**src/rtl/acc_pkg.sv**
```systemverilog
package acc_pkg;

    typedef struct packed {
        logic and_op;
        logic add_op;
        logic ldr_op;
        logic inp_op;
        logic cma_op;
        logic cir_op;
        logic cil_op;
        logic inc_op;
        logic clr_op;
        logic cle_op;
        logic cme_op;
    } acc_ctrl_t;

endpackage

```
**src/rtl/acc_alu.sv**
```systemverilog
module acc_alu
    import acc_pkg::*;
#(
    parameter int DATA_W = 16,
    parameter int IN_W   = 8
) (
    input  acc_ctrl_t         ctrl,
    input  logic [DATA_W-1:0] ac_cur,
    input  logic              e_cur,
    input  logic [DATA_W-1:0] dr,
    input  logic [IN_W-1:0]   inp,
    output logic [DATA_W-1:0] ac_nxt,
    output logic              e_nxt
);
    localparam int MSB = DATA_W - 1;

    logic [DATA_W-1:0] shr_w, shl_w;
    logic [DATA_W:0]   sum_w;
    logic [DATA_W-1:0] inc_w;
    logic [DATA_W-1:0] inp_w;

    // per-bit neighbour routing of the rotate network
    for (genvar i = 0; i < DATA_W; i++) begin : g_bit
        if (i == MSB) begin : g_top
            assign shr_w[i] = e_cur;
        end else begin : g_shr
            assign shr_w[i] = ac_cur[i+1];
        end
        if (i == 0) begin : g_bot
            assign shl_w[i] = e_cur;
        end else begin : g_shl
            assign shl_w[i] = ac_cur[i-1];
        end
    end

    assign sum_w = {1'b0, ac_cur} + {1'b0, dr};
    assign inc_w = ac_cur + {{(DATA_W-1){1'b0}}, 1'b1};
    assign inp_w = {ac_cur[DATA_W-1:IN_W], inp};

    always_comb begin
        ac_nxt = ac_cur;
        e_nxt  = e_cur;
        unique case (1'b1)
            ctrl.and_op: ac_nxt = ac_cur & dr;
            ctrl.add_op: begin
                ac_nxt = sum_w[DATA_W-1:0];
                e_nxt  = sum_w[DATA_W];
            end
            ctrl.ldr_op: ac_nxt = dr;
            ctrl.inp_op: ac_nxt = inp_w;
            ctrl.cma_op: ac_nxt = ~ac_cur;
            ctrl.cir_op: begin
                ac_nxt = shr_w;
                e_nxt  = ac_cur[0];
            end
            ctrl.cil_op: begin
                ac_nxt = shl_w;
                e_nxt  = ac_cur[MSB];
            end
            ctrl.inc_op: ac_nxt = inc_w;
            ctrl.clr_op: ac_nxt = '0;
            ctrl.cle_op: e_nxt = 1'b0;
            ctrl.cme_op: e_nxt = ~e_cur;
            default: ;
        endcase
    end
endmodule

```
**src/rtl/acc_flags.sv**
```systemverilog
module acc_flags #(
    parameter int DATA_W = 16
) (
    input  logic [DATA_W-1:0] ac,
    input  logic              e,
    output logic              sign,
    output logic              zero,
    output logic              ext
);
    assign sign = ac[DATA_W-1];
    assign zero = ~|ac;
    assign ext  = e;
endmodule

```
**src/rtl/accumulator.sv**
```systemverilog
module accumulator
    import acc_pkg::*;
#(
    parameter int DATA_W = 16,
    parameter int IN_W   = 8
) (
    input  logic              clk,
    input  logic              rst_n,
    input  logic              op_and,
    input  logic              op_add,
    input  logic              op_ldr,
    input  logic              op_inp,
    input  logic              op_cma,
    input  logic              op_cir,
    input  logic              op_cil,
    input  logic              op_inc,
    input  logic              op_clr,
    input  logic              op_cle,
    input  logic              op_cme,
    input  logic [DATA_W-1:0] dr_i,
    input  logic [IN_W-1:0]   inp_i,
    output logic [DATA_W-1:0] ac_o,
    output logic              e_o,
    output logic              sign_o,
    output logic              zero_o
);
    typedef struct packed {
        logic [DATA_W-1:0] ac;
        logic              e;
    } acc_state_t;

    acc_ctrl_t  ctrl;
    acc_state_t st_d, st_q;
    logic [DATA_W-1:0] ac_nxt;
    logic              e_nxt;

    assign ctrl = '{and_op: op_and, add_op: op_add, ldr_op: op_ldr,
                    inp_op: op_inp, cma_op: op_cma, cir_op: op_cir,
                    cil_op: op_cil, inc_op: op_inc, clr_op: op_clr,
                    cle_op: op_cle, cme_op: op_cme};

    acc_alu #(.DATA_W(DATA_W), .IN_W(IN_W)) u_alu (
        .ctrl  (ctrl),
        .ac_cur(st_q.ac),
        .e_cur (st_q.e),
        .dr    (dr_i),
        .inp   (inp_i),
        .ac_nxt(ac_nxt),
        .e_nxt (e_nxt)
    );

    always_comb begin
        st_d.ac = ac_nxt;
        st_d.e  = e_nxt;
    end

    always_ff @(posedge clk or negedge rst_n) begin
        if (!rst_n) st_q <= '0;
        else        st_q <= st_d;
    end

    acc_flags #(.DATA_W(DATA_W)) u_flags (
        .ac  (st_q.ac),
        .e   (st_q.e),
        .sign(sign_o),
        .zero(zero_o),
        .ext (e_o)
    );

    assign ac_o = st_q.ac;

    // legality of the strobes: at most one per cycle
    a_ctl_onehot: assert property (@(posedge clk) disable iff (!rst_n)
        $onehot0(ctrl));

    a_r3_add_carry: assert property (@(posedge clk) disable iff (!rst_n)
        op_add |=> ({e_o, ac_o} == {1'b0, $past(ac_o)} + {1'b0, $past(dr_i)}));

    a_r5_inp_upper_kept: assert property (@(posedge clk) disable iff (!rst_n)
        op_inp |=> (ac_o[DATA_W-1:IN_W] == $past(ac_o[DATA_W-1:IN_W])) && $stable(e_o));

    a_r9_inc_keeps_e: assert property (@(posedge clk) disable iff (!rst_n)
        op_inc |=> $stable(e_o));

    a_r11_e_ops_keep_ac: assert property (@(posedge clk) disable iff (!rst_n)
        (op_cle || op_cme) |=> $stable(ac_o));

    a_r12_idle_hold: assert property (@(posedge clk) disable iff (!rst_n)
        (ctrl == '0) |=> ($stable(ac_o) && $stable(e_o)));

    a_r7_cir_ring: assert property (@(posedge clk) disable iff (!rst_n)
        op_cir |=> (e_o == $past(ac_o[0])) && (ac_o[DATA_W-1] == $past(e_o)));
endmodule

```
**config.mk**
```make
export PLATFORM = sky130hd
export DESIGN_NAME = accumulator
export DESIGN_NICKNAME = d
export VERILOG_FILES = /design/src/rtl/acc_pkg.sv /design/src/rtl/acc_alu.sv /design/src/rtl/acc_flags.sv /design/src/rtl/accumulator.sv
export SDC_FILE = /design/constraint.sdc
export NUM_CORES = 1
export LEC_CHECK = 0
export ABC_CLOCK_PERIOD_IN_PS = 4400
export BUFFER_PORTS_ARGS = -buffer_cell sky130_fd_sc_hd__buf_4
export CORE_MARGIN = 8
export CORE_UTILIZATION = 60
export CTS_CLUSTER_SIZE = 16
export DETAILED_ROUTE_END_ITERATION = 10
export PLACE_DENSITY = 0.87
export SLEW_MARGIN = 0
export SYNTH_ARGS = -nofsm -noshare
export SYNTH_HDL_FRONTEND = slang
export SYNTH_SLANG_ARGS = --single-unit
```
**constraint.sdc**
```tcl
create_clock -name clk -period 4.4 [get_ports clk]
set_input_delay 0.88 -clock clk [delete_from_list [all_inputs] [get_ports clk]]
set_output_delay 0.88 -clock clk [all_outputs]
set_load 0.03 [all_outputs]
```
; ---- After elaboration in Yosys (flattened, before gate mapping)
; Cells that the tools add are included.
[op_classes]
add_sub_neg = 2
mux = 2
bitwise_logic = 4
n_reduce_logical = 6
[ops]
columns = cell, n
row1 = $pmux 16 s9, 1
row2 = $add 16x16->17, 1
row3 = $add 16x1->16 const B, 1
row4 = $and 16x16->16, 1
row5 = $not 16->16, 1
row6 = $reduce_or 16->1, 1
row7 = $reduce_bool 9->1, 1
row8 = $reduce_bool 8->1, 1
row9 = $pmux 1 s5, 1
row10 = $reduce_bool 5->1, 1
row11 = $not 1->1, 2
row12 = $reduce_and 2->1, 1
row13 = $logic_not 1->1, 1
[word_totals]
reg_bits = 17
input_bits = 37
out_inout_bits = 19
word_cells = 17

; ---- Depth between registers and ports, before layout
[logic_depth]
ltp_word = 2
ltp_mapped = 9
depth_no_buf = 9

; ---- Hierarchy
; A second synthesis with hierarchy kept.
[unflattened]
cells_unflattened = 336
area_unflattened_um2 = 2548.7
[modules_own_cells]
columns = module, n_inst, cells_per_inst, area_each_um2, seq_area_each_um2
row1 = acc_alu, 1, 296, 1954.4, 0.0
row2 = accumulator, 1, 33, 545.5, 425.4
row3 = acc_flags, 1, 7, 48.8, 0.0

; ---- Worst setup path after synthesis
; OpenSTA, ideal clock, no wires.
[synth_path]
kind = input-to-reg
start = input dr_i[0]
end = register st_q[0] (netlist bit)
setup_ns = 0.124
t_arrival_ns = 2.529
t_required_ns = 4.276
setup_slack_ns = 1.746
stages = 9
n_path_buf = 0
cell_sequence = ha_1 inv_1 fa_1 nor2b_1 o31ai_1 a31oi_1 o41a_1 a211oi_1 nor2_1
[synth_via]
elab_chain_cells = 2
[synth_lines]
columns = element, line
row1 = start: declaration, accumulator.sv:20  ; input logic [DATA_W-1:0] dr_i,
row2 = $add 16x16->17, acc_alu.sv:36  ; assign sum_w = {1'b0, ac_cur} + {1'b0, dr};
row3 = $pmux 1 s5, acc_alu.sv:43  ; unique case (1'b1)
row4 = end signal: assignment, accumulator.sv:59  ; else st_q <= st_d;
row5 = end: declaration, accumulator.sv:33  ; acc_state_t st_d, st_q;
; No other way between the ends.
; A chain may end at the register's enable or synchronous reset.

; ---- Worst setup path in the final report
; Ends and elaborated chain as after synthesis.

==> flow_metrics.tcl <==
set metrics [dict create \
    ys.flop_type "dfrtp_1" \
    ctsResizeCount 0 \
    worstSetupPathType "in2reg" \
    tns_ps 0 \
    synth_compound_area_share_pct 33.5 \
    area_growth_pct 16.1 \
    r2r-end "st_q[0]" \
    ant_nets 0 \
    grt_pass1_vias 2864 \
    syn_inst 332 \
    cts.sinks 17 \
    viasPerCell 7.09 \
    synth_cell_types 57 \
    multi_input_area_um2 1860 \
    core_um2 3970 \
    die_y_um 79.9 \
    first_pass_iters 6 \
    wl_per_cell_um 20.6 \
    n_fill_cell 350 \
    pre_cts_slack_ps 1350 \
    hpwl_um 6120 \
    irDropWorstVdd_v 0.000217 \
    relSlewSlack_pct 49.3 \
    insertion_delay_ps 260 \
    synth_xor_area_share_pct 8.22 \
    arrival_ps 2990 \
    portBuffers 55 \
    fin_crit_ps 2850 \
    synth_seq_cells 17 \
    ctsHoldBuffers 0 \
    htreeDepth 1 \
    status "finished clean" \
    worst_pin_slew_ps 754 \
    p_per_area_nw_per_um2 334 \
    r2r-start "ac_o[0]" \
    ys_async_sr_fraction_pct 100 \
    row_count 23 \
    drt_iter0_drc 367 \
    slew_violations 0 \
    cts_buffers 3 \
    reg2reg_slack_ps 1690 \
    leakage_nw 1.20 \
    synth_largest_area_cell "dfrtp_1" \
    skew_ps 8.03 \
    synthAdderAreaFrac_pct 10.0 \
    final_common_cell "buf_4" \
    clock_path_buffers 2 \
    postCtsSetupBuffers 0 \
    avgSynthCellArea_um2 7.38 \
    crit_required_ps 4540 \
    fp.dieArea_um2 6390 \
    grt_overflow_total 0 \
    synth.mux.area_fraction_pct 2.04 \
    yosysTopAreaCellShare_pct 17.4 \
    fp.dieW_um 79.9 \
    pin_count 56 \
    synth_top_family_by_area "compound AO/OA/AOI/OAI gates" \
    wirelength_um 8490 \
    synth_area_um2 2450 \
    antenna_found_initial 0 \
    yosysSeqAreaShare_pct 17.4 \
    synth_area_leaders "dfrtp_1, ha_1, a21oi_1" \
    crit_path_end_kind "flip-flop" \
    utilization_pct 71.6 \
    timing.final.crit_share_pct 64.8 \
    ff_latch_area_um2 425 \
    r2r_cells 9 \
    start_kind "primary input" \
    maxCapViolCount 0 \
    layout.nets 420 \
    grt_pass1_wl_um 13800 \
    rsz0062_at_grt "no" \
    grt_max_degree 20 \
    hold_viol 0 \
    yosysWarnings 0 \
    track_usage_pct 26.3 \
    initial_core_util_pct 61.7 \
    diodes 0 \
    fmax_mhz 351 \
    cp_max_fo 4 \
    drc 0 \
    yosys.area_share.simple_pct 22.1 \
    final.setup.worst_slack_ps 1550 \
    vias 2929 \
    finalSetupViolCount 0 \
    drive_gt1_share_pct 18.5 \
    syn_nets 388 \
    synth_edf_count 0 \
    finalWeightedCongestion 1.01 \
    cts_root_buf "clkbuf_8" \
    hold_path.class "in2async" \
    clk_pin_slew_ps 80 \
    hold_slack_ps 485 \
    cts_tree "yes" \
    layout_common_cells "buf_4, nand2_1, a21oi_1" \
]
power by group:
group	switching, mW	internal [mW]	total [mW]	leakage, nW
sequential	0.0700	0.179	0.249	0.167
clock	0.0637	0.0645	0.128	0.0228
combinational	0.332	0.242	0.574	1.01
total	0.465	0.485	0.951	1.20
critical path, stage by stage:
cell      delay (ps)
buf_4            110
ha_1             240
inv_1             90
fa_1             210
nor2b_1           80
o31ai_1          400
a31oi_1          190
o41a_1           450
a211oi_1         270
nor2_1            70
registers in the layout (all words and copies together), names as in the netlist:
register / cells
st_q: 1
ac_o: 16
how the worst max path moves through the flow:
stage                  from  endpoint  slack (ps)  cells after the start
CTS                 dr_i[0]   st_q[0]        1610                     10
finish              dr_i[0]   st_q[0]        1550                     10
floorplan           dr_i[0]   st_q[0]        1750                      9
detailed placement  dr_i[0]   st_q[0]        1350                     10
global placement    dr_i[0]   st_q[0]        1510                     10
global route        dr_i[0]   st_q[0]        1480                     10
per-layer routing:
layer / track usage (%) / part of all wire, % / up-vias
met1: 33.1 / 39 / 1350
met2: 41.6 / 45 / 220
met5: 0 / 0 / -
met3: 5.52 / 12 / 41
met4: 12.5 / 3.9 / 0
li1: - / - / 1318
logic make-up (layout without fill, tap and decap cells):
logic type,count (synthesis),after routing
AO/OA/AOI/OAI,122,122
XOR/XNOR,23,23
adder cells (fa/ha/maj),19,19
buffers and inverters,39,70
flip-flops,17,17
multiplexers,5,5
AND/OR/NAND/NOR,107,107
stage by stage:
step           instance area (um^2)  std cells  power [mW]
6_report                       2850        413       0.951
5_1_grt                        2850        413        1.01
4_1_cts                        2850        413       0.936
3_5_place_dp                   2800        409       0.806
3_3_place_gp                   2800        409       0.793
2_1_floorplan                  2450        332       0.649
layout make-up:
type	instances	area share, %
multi-input combinational	276	65.3
sequential	17	15.0
timing repair buffer	55	14.5
tap	50	2.20
clock buffer	4	1.58
inverter	11	1.45
synth_stat cells (all sizes together) (3+ instances only):
cell type and number:
nor2 17, nor3 5, mux2i 5, nand3 14
inv 11, nor2b 3, and3 4, a22oi 9
or4 4, ha 18, a211oi 5, o22ai 6
xnor2 12, buf 9, a31oi 3, a222oi 3
dfrtp 17, a21o 3, a221oi 13, nand2 40
o21ai 24, o211ai 7, a21oi 31, nand4 3
nor4 5, clkbuf 19, xor2 11
(Power assumes the default switching activity.)
